### config.mk
export PLATFORM = sky130hd
export DESIGN_NAME = tmr_pair
export DESIGN_NICKNAME = d
export VERILOG_FILES = /design/src/rtl/tmr_pkg.sv /design/src/rtl/tmr_fall.sv /design/src/rtl/tmr_chan.sv /design/src/rtl/tmr_pair.sv
export SDC_FILE = /design/constraint.sdc
export NUM_CORES = 1
export LEC_CHECK = 0
export BUFFER_PORTS_ARGS = -buffer_cell sky130_fd_sc_hd__buf_2
export CAP_MARGIN = 30
export CORE_ASPECT_RATIO = 1.75
export CORE_MARGIN = 1
export CORE_UTILIZATION = 45
export CTS_BUF_LIST = sky130_fd_sc_hd__clkbuf_2
export DETAILED_ROUTE_END_ITERATION = 10
export PLACE_DENSITY = 0.73
export SETUP_SLACK_MARGIN = 0.3
export SLEW_MARGIN = 40
export SYNTH_ARGS = -nofsm -noshare
export SYNTH_HDL_FRONTEND = slang
export SYNTH_SLANG_ARGS = --single-unit
### constraint.sdc
create_clock -name clk -period 6.1 [get_ports clk]
set_clock_uncertainty 0.1 [all_clocks]
set_input_delay 0.61 -clock clk [delete_from_list [all_inputs] [get_ports clk]]
set_output_delay 0.61 -clock clk [all_outputs]
set_load 0.01 [all_outputs]
### src/rtl/tmr_pkg.sv
package tmr_pkg;
  localparam int BW    = 8;
  localparam int PRE_W = 5;
  localparam int AW    = 3;
  localparam int NCH   = 2;

  typedef enum logic [1:0] {
    MD_13B   = 2'd0,
    MD_16B   = 2'd1,
    MD_8AR   = 2'd2,
    MD_SPLIT = 2'd3
  } tmode_e;

  typedef struct packed {
    logic   gate;
    logic   ext;
    tmode_e mode;
  } chcfg_t;
endpackage

### src/rtl/tmr_fall.sv
module tmr_fall (
  input  logic clk,
  input  logic rst,
  input  logic tick,
  input  logic pin,
  output logic fall
);
  logic smp_q;

  always_ff @(posedge clk) begin
    if (rst)       smp_q <= 1'b0;
    else if (tick) smp_q <= pin;
  end

  assign fall = tick & smp_q & ~pin;

  // a counted edge leaves a low sample behind
  a_r4_fall_leaves_low: assert property (@(posedge clk) disable iff (rst)
    fall |=> !smp_q);
endmodule

### src/rtl/tmr_chan.sv
module tmr_chan import tmr_pkg::*; #(
  parameter int DW  = 8,
  parameter int PRE = 5
) (
  input  tmode_e        mode,
  input  logic [DW-1:0] lo,
  input  logic [DW-1:0] hi,
  input  logic          inc_lo,
  input  logic          inc_hi,
  output logic [DW-1:0] lo_nx,
  output logic [DW-1:0] hi_nx,
  output logic          ovf_lo,
  output logic          ovf_hi
);
  localparam logic [DW-1:0]  ONES = '1;
  localparam logic [PRE-1:0] PMAX = '1;

  always_comb begin
    lo_nx  = lo;
    hi_nx  = hi;
    ovf_lo = 1'b0;
    ovf_hi = 1'b0;
    case (mode)
      MD_13B: if (inc_lo) begin
        lo_nx[PRE-1:0] = lo[PRE-1:0] + 1'b1;
        if (lo[PRE-1:0] == PMAX) begin
          hi_nx  = hi + 1'b1;
          ovf_lo = (hi == ONES);
        end
      end
      MD_16B: if (inc_lo) begin
        lo_nx = lo + 1'b1;
        if (lo == ONES) begin
          hi_nx  = hi + 1'b1;
          ovf_lo = (hi == ONES);
        end
      end
      MD_8AR: if (inc_lo) begin
        if (lo == ONES) begin
          lo_nx  = hi;
          ovf_lo = 1'b1;
        end else begin
          lo_nx = lo + 1'b1;
        end
      end
      default: begin
        if (inc_lo) begin
          lo_nx  = lo + 1'b1;
          ovf_lo = (lo == ONES);
        end
        if (inc_hi) begin
          hi_nx  = hi + 1'b1;
          ovf_hi = (hi == ONES);
        end
      end
    endcase
  end
endmodule

### src/rtl/tmr_pair.sv
module tmr_pair import tmr_pkg::*; #(
  parameter int DW   = tmr_pkg::BW,
  parameter int AW_P = tmr_pkg::AW,
  parameter int PRE  = tmr_pkg::PRE_W
) (
  input  logic            clk,
  input  logic            rst,
  input  logic            tick,
  input  logic            wr_en,
  input  logic [AW_P-1:0] addr,
  input  logic [DW-1:0]   wdata,
  output logic [DW-1:0]   rdata,
  input  logic [1:0]      cnt_pin,
  input  logic [1:0]      gate_pin,
  input  logic [1:0]      irq_ack,
  output logic [1:0]      ovf_flag
);
  localparam logic [AW_P-1:0] A_MODE = AW_P'(0);
  localparam logic [AW_P-1:0] A_CTRL = AW_P'(1);
  localparam logic [AW_P-1:0] A_LO0  = AW_P'(2);
  localparam logic [AW_P-1:0] A_HI0  = AW_P'(3);
  localparam logic [AW_P-1:0] A_LO1  = AW_P'(4);
  localparam logic [AW_P-1:0] A_HI1  = AW_P'(5);

  logic [DW-1:0] mode_q;
  logic [1:0]    tr_q, tf_q;
  logic [DW-1:0] lo_q [NCH];
  logic [DW-1:0] hi_q [NCH];
  logic [DW-1:0] lo_nx [NCH];
  logic [DW-1:0] hi_nx [NCH];
  chcfg_t        cfg [NCH];
  logic [1:0]    fall, ev, run_eff, en, inc_lo, inc_hi, ovf_lo, ovf_hi, set_f;
  logic          split, wr_ctrl, wr_cnt0, wr_cnt1;

  assign split   = (cfg[0].mode == MD_SPLIT);
  assign wr_ctrl = wr_en && (addr == A_CTRL);
  assign wr_cnt0 = wr_en && (addr == A_LO0 || addr == A_HI0);
  assign wr_cnt1 = wr_en && (addr == A_LO1 || addr == A_HI1);

  // run bit of channel 1 is borrowed by channel 0's high byte in split mode
  assign run_eff[0] = tr_q[0];
  assign run_eff[1] = split | tr_q[1];
  assign inc_lo[0]  = ev[0] & en[0];
  assign inc_lo[1]  = ev[1] & en[1] & (cfg[1].mode != MD_SPLIT);
  assign inc_hi[0]  = split & tick & tr_q[1];
  assign inc_hi[1]  = 1'b0;
  assign set_f[0]   = ovf_lo[0];
  assign set_f[1]   = split ? ovf_hi[0] : ovf_lo[1];

  for (genvar i = 0; i < NCH; i++) begin : g_ch
    assign cfg[i] = mode_q[4*i +: 4];

    tmr_fall u_fall (
      .clk (clk), .rst (rst), .tick (tick), .pin (cnt_pin[i]), .fall (fall[i])
    );

    assign ev[i] = cfg[i].ext ? fall[i] : tick;
    assign en[i] = run_eff[i] & (~cfg[i].gate | gate_pin[i]);

    tmr_chan #(.DW(DW), .PRE(PRE)) u_chan (
      .mode   (cfg[i].mode),
      .lo     (lo_q[i]),
      .hi     (hi_q[i]),
      .inc_lo (inc_lo[i]),
      .inc_hi (inc_hi[i]),
      .lo_nx  (lo_nx[i]),
      .hi_nx  (hi_nx[i]),
      .ovf_lo (ovf_lo[i]),
      .ovf_hi (ovf_hi[i])
    );
  end

  always_ff @(posedge clk) begin
    if (rst) begin
      mode_q <= '0;
      tr_q   <= '0;
      tf_q   <= '0;
      for (int i = 0; i < NCH; i++) begin
        lo_q[i] <= '0;
        hi_q[i] <= '0;
      end
    end else begin
      if (wr_en && addr == A_MODE) mode_q <= wdata;
      for (int i = 0; i < NCH; i++) begin
        if (wr_ctrl) tr_q[i] <= wdata[4+2*i];
        if (set_f[i])        tf_q[i] <= 1'b1;
        else if (irq_ack[i]) tf_q[i] <= 1'b0;
        else if (wr_ctrl)    tf_q[i] <= wdata[5+2*i];
        if (wr_en && addr == AW_P'(2+2*i)) lo_q[i] <= wdata;
        else                               lo_q[i] <= lo_nx[i];
        if (wr_en && addr == AW_P'(3+2*i)) hi_q[i] <= wdata;
        else                               hi_q[i] <= hi_nx[i];
      end
    end
  end

  always_ff @(posedge clk) begin
    if (rst) rdata <= '0;
    else begin
      case (addr)
        A_MODE:  rdata <= mode_q;
        A_CTRL:  rdata <= DW'({tf_q[1], tr_q[1], tf_q[0], tr_q[0], 4'b0000});
        A_LO0:   rdata <= lo_q[0];
        A_HI0:   rdata <= hi_q[0];
        A_LO1:   rdata <= lo_q[1];
        A_HI1:   rdata <= hi_q[1];
        default: rdata <= '0;
      endcase
    end
  end

  assign ovf_flag = tf_q;

  // nothing advances without a tick
  a_r3_no_tick_hold: assert property (@(posedge clk) disable iff (rst)
    (!tick && !wr_cnt0) |=> ($stable(lo_q[0]) && $stable(hi_q[0])));
  // run bit off stops channel 0
  a_r5_run_off_hold: assert property (@(posedge clk) disable iff (rst)
    (!tr_q[0] && !split && !wr_cnt0) |=> ($stable(lo_q[0]) && $stable(hi_q[0])));
  // gate enabled with gate pin low stops channel 0
  a_r5_gate_low_hold: assert property (@(posedge clk) disable iff (rst)
    (cfg[0].gate && !gate_pin[0] && !split && !wr_cnt0)
      |=> ($stable(lo_q[0]) && $stable(hi_q[0])));
  // channel 1 in mode 3 is frozen
  a_r10_ch1_frozen: assert property (@(posedge clk) disable iff (rst)
    (cfg[1].mode == MD_SPLIT && !wr_cnt1) |=> ($stable(lo_q[1]) && $stable(hi_q[1])));
  // acknowledge clears the flag when no overflow can occur
  a_r11_ack_clear0: assert property (@(posedge clk) disable iff (rst)
    (irq_ack[0] && !tick && !wr_ctrl) |=> !tf_q[0]);
  a_r11_ack_clear1: assert property (@(posedge clk) disable iff (rst)
    (irq_ack[1] && !tick && !wr_ctrl) |=> !tf_q[1]);
  // in split mode, channel 1's flag rises only via the borrowed high byte
  a_r9_split_flag1: assert property (@(posedge clk) disable iff (rst)
    (split && !tf_q[1] && !wr_ctrl && !(tr_q[1] && tick)) |=> !tf_q[1]);
endmodule

* After elaboration in Yosys (flattened, before gate mapping) *
Memory sizes are Yosys's and may differ from the RTL's.
Index checks and enable logic that the tools add are counted.

operators by class
  add/sub/neg operators = 6
  equality and inequality tests = 17
  multiplexer cells = 85
  bitwise logic cells = 26
  reduce and logical (&&, ||, !) cells = 12

operator list
  kind                                            count
  2-to-1 mux 8 bit                                23
  2-to-1 mux 1 bit                                51
  one-hot mux 8 bit (6 select lines)              1
  adder 8 x 1 -> 8 bit (second input constant)    4
  == test 8 bit (second input constant)           4
  one-hot mux 8 bit (3 select lines)              1
  one-hot mux 5 bit (2 select lines)              2
  one-hot mux 8 bit (2 select lines)              1
  one-hot mux 3 bit (2 select lines)              2
  bitwise AND 1 bit                               11
  OR 1 bit                                        11
  adder 5 x 1 -> 5 bit (second input constant)    2
  == test 5 bit (second input constant)           2
  2-to-1 mux 5 bit                                2
  == test 2 bit (second input constant)           3
  == test 3 x 2 -> 1 bit (second input constant)  2
  == test 3 bit (second input constant)           2
  logical AND 1 bit                               6
  one-hot mux 1 bit (3 select lines)              2
  nonzero test 3 bit                              2
  == test 2 x 1 -> 1 bit (second input constant)  2
  logical NOT 2 bit                               2
  inverter 1 bit                                  4
  == test 3 x 1 -> 1 bit (second input constant)  1
  3 further kinds                                 3

storage, ports and cells
  flip-flop bits (word level) = 22
  RAM bits = 32
  input bits = 21
  memories = 2

memories
  memory  depth  bits a word  read ports  clocked after memory_dff  write ports  RTL line        source
  hi_q    2      8            2           0                         2            tmr_pair.sv:28  logic [DW-1:0] hi_q [NCH];
  lo_q    2      8            2           0                         2            tmr_pair.sv:27  logic [DW-1:0] lo_q [NCH];

* Longest topological paths before layout *
Gate-level depths: netlist of run 1.

  depth after elaboration = 9
  depth in mapped cells = 8

* Hierarchy *
Synthesis of run 1 repeated with hierarchy kept, for this count alone.

unflattened totals
  cells, all modules = 395
  area total of the unflattened synthesis = 3860.0 µm²

by module, submodules not included
  module                     times used  cells each  area an instance (µm²)  sequential area each (µm²)
  tmr_pair                   1           229         2647.5                  1361.3
  tmr_chan (g_ch[0].u_chan)  1           80          578.1                   0.0
  tmr_chan (g_ch[1].u_chan)  1           78          546.8                   0.0
  tmr_fall                   2           4           43.8                    20.0

* Least setup slack after synthesis of run 1 *
Ideal clock, no wire load.

  path type = input to register
  from = in cnt_pin[0]
  to = mem hi_q[0][0], enable pin
  arrival = 2.336 ns
  slack = 3.260 ns
  cell stages on the path = 4
  buffers on the path = 0
  cells stage by stage = nand2b_1 -> a221o_1 -> o21a_1 -> o311ai_0

RTL lines
  element             RTL line        source
  start: declaration  tmr_pair.sv:13  input logic [1:0] cnt_pin,
  end: declaration    tmr_pair.sv:28

==> impl_metrics.tcl, run 1 <==
set metrics [dict create \
    setup_viol 0 \
    met3_usage_pct 4.17 \
    postCtsSetupBuffers 0 \
    htreeDepth 2 \
    clk_pin_slew_ns 0.25 \
    area_growth_pct 6.13 \
    final_cell_mix "nor2_1, nand2_1, edfxtp_1" \
    grt_pass1_wl_microns 15200 \
    viasPerCell 6.32 \
    cts_tree "done" \
    clock_latency_ns 0.46 \
    use_met2_pct 44.2 \
    timing.final.crit_share_pct 38.8 \
    vias 2984 \
    cts_sinks 54 \
    drt_iter0_markers 197 \
    die_w_microns 67.8 \
    hold_violations 0 \
    rsz0062_at_grt "no" \
    period_minus_slack_ns 2.37 \
    hold_class "input pin to register" \
    syn_avg_cell_area_sq_um 9.18 \
    synth-main-ff-cell "edfxtp_1" \
    maxSlewViolCount 0 \
    port_buffers 30 \
    first_pass_iters 5 \
    ys.warnings.count 0 \
    critPathSlowestCell "o311ai_2" \
    cellLeakagePower_nw 1.39 \
    synth_edf_count 32 \
    dp_hpwl_microns 7160 \
    grt_max_degree 43 \
    synthCells 371 \
    netlist_area_sq_mm 0.00341 \
    synth_top_area_share_pct 28.2 \
    crit_buf_inv 0 \
    dieArea_sq_mm 0.00794 \
    synth.area.top_cells "edfxtp_1, dfxtp_1, mux2i_1, nor2_1, nand2_1" \
    worstSetupEndpointType "register" \
    placeableCoreArea_sq_mm 0.00728 \
    grt_use_total_pct 26.5 \
    cp.required_ns 6.13 \
    clockBufferDepth 2 \
    start_kind "register" \
    synth_cell_types 54 \
    power_density_mw_per_mm2 198 \
    cts_made_buffers 5 \
    worst_slew_pin_slew_ns 0.803 \
    critPathMaxStageDelay_ns 0.68 \
    gp_congestion 0.944 \
    max_freq_mhz 422 \
    rows 41 \
    wirelength_microns 9490 \
    ctsHoldBuffers 0 \
    boundaryPins 31 \
    post-route-drc-count 0 \
    clock-root-buffer "clkbuf_2" \
    vdd_drop_max_mv 0.140 \
    antenna_found_initial 1 \
    drv_cap 0 \
    cpLargestDelayFamily "compound AO/OA/AOI/OAI gates" \
    arrival_ns 2.39 \
    fin_util_pct 49.6 \
    tns_ns 0 \
    crit_type "register to register" \
    slew_headroom_pct 46.4 \
    crit_fanout 8 \
    die-height_microns 117 \
    outcome "finished clean" \
    final_net_count 412 \
    yosysTopAreaCell "edfxtp_1" \
    grt_overflow 0 \
    final_antenna_net_count 0 \
    path_cells "ha_1, nand3_1, nor2_1, nor3b_1, o311ai_2" \
    synth-seq-cells 54 \
    grt_pass1_vias 2871 \
    initial_core_util_pct 46.8 \
    ctsResizeCount 0 \
    avgRoutedWirePerCell_microns 20.1 \
    grt-busiest-layer "met2" \
    ys_seq_area_share_pct 41.1 \
    power_mw 0.717 \
    syn_nets 399 \
    async_flop_share_pct 0 \
    final_common_cell "nor2_1" \
    final_layout_size_suffix_gt1_share_pct 13.2 \
    met1_usage_pct 29.2 \
]
==> flip-flops by register name (all words and copies together) (netlist names) <==
signal and count:
hi_q 16, mode_q 8, tr_q 2, g_ch.u_fall.smp_q 2, lo_q 16, ovf_flag 2, rdata 8
==> metal layers <==
layer,up-vias,wire [microns]
li1,1410,-
met1,1381,3320
met2,150,4910
met3,43,593
met4,0,665
met5,-,0
==> cell families (layout without fill, tap and decap cells) <==
| logic type | Yosys count | in the layout | synth area share, % |
|---|---|---|---|
| compound gates | 89 | 89 | 18.4 |
| xor+xnor | 16 | 16 | 4.11 |
| fa+ha+maj | 7 | 7 | 2.57 |
| buf+inv | 33 | 47 | 4.19 |
| flops | 54 | 54 | 41.1 |
| mux | 31 | 31 | 9.25 |
| other cells | 0 | 1 | 0 |
| simple gates | 141 | 141 | 20.3 |
==> power by group <==
| part | switching (mW) | total [mW] | internal, mW |
|---|---|---|---|
| clock network | 0.109 | 0.142 | 0.0336 |
| logic | 0.0726 | 0.124 | 0.0515 |
| registers | 0.0340 | 0.451 | 0.417 |
| total | 0.215 | 0.717 | 0.502 |
==> stage by stage <==
step                      setup WS (ns)  instance area (sq um)  hold slack, ns  std cells
final                              3.73                   3620           0.282        472
after global routing               3.55                   3620           0.300        472
after CTS                          3.74                   3610           0.276        471
after detailed placement           3.49                   3570           0.387        463
after global placement             3.25                   3560           0.378        463
after floorplan                    3.26                   3410           0.349        371
==> layout make-up <==
cell class	instances	area (sq um)
Multi-Input combinational cell	284	1880
Inverter	8	30.0
Fill cell	711	3670
Tap cell	86	108
Timing Repair Buffer	31	158
Sequential cell	54	1400
Clock buffer	8	40.0
Antenna cell	1	2.50
==> tightest hold or removal path: cells and delay by family <==
| family | cells | cell delay [ns] |
|---|---|---|
| buf+inv | 1 | 0.08 |
| mux | 1 | 0.06 |
| simple gates | 1 | 0.07 |
==> synth_stat cells, drive strengths merged (2+ instances only) <==
library cell  count
o21ai            11
a221oi            3
and3             10
clkbuf           15
o21a              2
a211oi           13
and2              4
dfxtp            22
xor2             10
o311ai            2
a211o             2
buf              10
edfxtp           32
or3               3
nor3              3
o22ai             7
nand4             6
nand3            15
a31oi             6
nor3b             2
nand2            41
a21boi            2
a21oi            18
o2bb2ai           3
inv               8
o32ai             4
nor2             43
nand2b            5
a311oi            3
a22oi             2
o221ai            2
nor4              2
ha                7
mux2i            27
nor2b             3
mux2              4
xnor2             6
==> final timing paths <==
kind | from | end | slack [ns] | cells after the start
max | lo_q[0][0] | hi_q[0][6] | 3.73 | 5
min | cnt_pin[0] | g_ch[0].u_fall.smp_q | 0.28 | 3
max reg2reg | lo_q[0][0] | hi_q[0][6] | 3.73 | 5
min reg2reg | mode_q[7] | mode_q[7] | 0.42 | 2
Power figures use the tool's default switching activity.
==> run 2, diff against run 1 <==
--- a/config.mk
+++ b/config.mk
@@ -12,7 +12,7 @@
 export CORE_UTILIZATION = 45
 export CTS_BUF_LIST = sky130_fd_sc_hd__clkbuf_2
 export DETAILED_ROUTE_END_ITERATION = 10
-export PLACE_DENSITY = 0.73
+export PLACE_DENSITY = 0.76
 export SETUP_SLACK_MARGIN = 0.3
 export SLEW_MARGIN = 40
 export SYNTH_ARGS = -nofsm -noshare
==> constraint.sdc (replaced) <==
create_clock -name clk -period 2.07 [get_ports clk]
set_clock_uncertainty 0.1 [all_clocks]
set_input_delay 0.207 -clock clk [delete_from_list [all_inputs] [get_ports clk]]
set_output_delay 0.207 -clock clk [all_outputs]
set_load 0.01 [all_outputs]
==> run 2 against run 1 <==
  * Flip-flop and latch count unchanged
  * Sequential share of layout area decreased by 6.5 points
  * Clock power increased to 3.0 times the previous value
  * Utilization increased by 10 points
  * Cell count increased by 13%
  * Combinational power increased to 4.4 times the previous value
  * Critical path type unchanged
  * Critical endpoint is now ovf_flag[1]
  * Largest cell class unchanged
  * Largest power group unchanged
==> impl_metrics.tcl, run 2 (synthesized netlist as in run 1, its figures left out) <==
set metrics [dict create \
    p_int_mw 1.56 \
    grt_pass1_vias 3258 \
    drt_iter0_markers 254 \
    die_w_microns 67.8 \
    crit_buf_inv 0 \
    tns_ns 0 \
    worst-path-stages 7 \
    antenna_cells 0 \
    drv_cap 0 \
    final_net_count 472 \
    die-height_microns 117 \
    viasPerCell 6.40 \
    final_common_cell "nor2_1" \
    maxSlewViolCount 0 \
    critPathMaxStageDelay_ns 0.55 \
    crit_fanout 3 \
    slew_headroom_pct 56.2 \
    vdd_drop_max_mv 0.441 \
    dieArea_sq_mm 0.00794 \
    cts_sinks 54 \
    rows 41 \
    dp_hpwl_microns 7810 \
    cts_made_buffers 5 \
    hold_violations 0 \
    cp.required_ns 2.44 \
    crit_type "register to register" \
    avgRoutedWirePerCell_microns 21.3 \
    outcome "finished clean" \
    grt_overflow 0 \
    gp_congestion 0.920 \
    port_buffers 30 \
    placed_area_sq_mm 0.00385 \
    cpLargestDelayFamily "simple AND/OR/NAND/NOR gates" \
    placed_cells 490 \
    placeableCoreArea_sq_mm 0.00728 \
    largestRegisters "hi_q: 16 flops, lo_q: 16 flops" \
    met3_usage_pct 4.26 \
    cellLeakagePower_nw 1.72 \
    rr_worst_depth 7 \
    setup_viol 0 \
    stdcell_area_sq_mm 0.00436 \
    worstSetupEndpointType "register" \
    rrSetupSlack_ns 0.11 \
    period_minus_slack_ns 1.96 \
    cts_tree "done" \
    htreeDepth 2 \
    start_kind "register" \
    combPwrFrac_pct 23.8 \
    clockBufferDepth 2 \
    vias 3399 \
    arrival_ns 2.33 \
    critPathSlowestCell "or4b_4" \
    use_met2_pct 50.0 \
    wirelength_microns 11300 \
    worst_slew_pin_slew_ns 0.658 \
    rsz0062_at_grt "yes" \
    clock_latency_ns 0.50 \
    place_ws_ns 0.0817 \
    antenna_found_initial 0 \
    max_freq_mhz 510 \
    worstReg2RegStart "lo_q[1][0]" \
    met1_usage_pct 31.7 \
    fin_util_pct 59.9 \
    path_cells "ha_2, and3_4, ha_4, o21a_1, a31oi_1, or4b_4, a21oi_2" \
    grt-busiest-layer "met2" \
    clock-root-buffer "clkbuf_2" \
    area_growth_pct 28.0 \
    clk_pin_slew_ns 0.29 \
    power_density_mw_per_mm2 523 \
    final_antenna_net_count 0 \
    initial_core_util_pct 46.8 \
    setup_slack_ns 0.110 \
    first_pass_iters 6 \
    min_to "ovf_flag[0]" \
    final_cell_mix "nor2_1, nand2_1, buf_4" \
    post-route-drc-count 0 \
    seqPwrFrac_pct 57.6 \
    timing.final.crit_share_pct 94.7 \
    min_from "gate_pin[0]" \
    whs_path_depth 4 \
    clkPwrFrac_pct 18.6 \
    boundaryPins 31 \
    fin_cells 531 \
    grt_pass1_wl_microns 16900 \
    final_layout_size_suffix_gt1_share_pct 29.2 \
    grt_use_total_pct 29.9 \
    grt_max_degree 42 \
    r2r-end "ovf_flag[1]" \
    hold_class "input pin to register" \
    netSwitchingFraction_pct 31.5 \
    p_sw_mw 0.719 \
]
-- run 2: cell types whose count changed in the layout (fill, tap and decap cells not counted), sizes merged --
cell,previous run,this run
inv,8,9
buf,31,76
clkinv,0,1
clkbuf,8,6
dlygate4sd3,0,14
diode,1,0
nand4,6,7
-- run 2: worst max-delay path by stage --
stage          slack, ns       start     endpoint
5_1_grt             0.07  lo_q[1][0]  ovf_flag[1]
4_1_cts             0.08  lo_q[1][0]   hi_q[1][4]
2_1_floorplan       0.09  lo_q[1][0]   hi_q[1][0]
3_5_place_dp        0.08  lo_q[1][0]   hi_q[1][4]
6_report            0.11  lo_q[1][0]  ovf_flag[1]
3_3_place_gp        0.13  lo_q[1][1]   hi_q[1][5]
-- run 2: metal layers --
| layer | vias to the layer above | share of wire [%] |
|---|---|---|
| li1 | 1538 | - |
| met1 | 1615 | 34 |
| met2 | 184 | 50 |
| met3 | 62 | 7.1 |
| met4 | 0 | 8.6 |
| met5 | - | 0 |
-- run 2: tightest hold or removal path: stages --
cell and delay [ns]:
buf_2 0.10, inv_1 0.04, a221o_1 0.21, o41ai_1 0.09
-- run 2: final cells by class --
type / instances / area (sq um)
inverters: 8 / 30.0
clock buffers: 6 / 30.0
well taps: 86 / 108
flip-flops and latches: 54 / 1410
multi-input cells: 285 / 2100
fillers: 613 / 2920
repair buffers: 90 / 679
clock inverters: 2 / 8.76
-- run 2: stage by stage --
| stage | total power, mW | hold slack, ns |
|---|---|---|
| after CTS | 2.23 | 0.0338 |
| after global routing | 2.36 | 0.0347 |
| after global placement | 1.76 | 0.359 |
| final | 2.28 | 0.0443 |
| after detailed placement | 1.77 | 0.365 |
| after floorplan | 1.58 | 0.243 |
-- run 2: repair_timing --
action                                  4_1_cts  5_1_grt
gates resized for setup                      25       18
hold buffers                                 14        0
cloned                                        1        0
setup buffers                                 9        9
endpoints found under the setup margin       35       38
pin swaps                                    14        8
endpoints found under the hold margin        14        0
-- run 2: power by group through the flow --
stage	clock network [mW]	registers (mW)	logic, mW
final	0.425	1.31	0.544
after global routing	0.461	1.32	0.578
after CTS	0.426	1.31	0.491
after detailed placement	0	1.33	0.442
after global placement	0	1.33	0.431
after floorplan	0	1.31	0.270
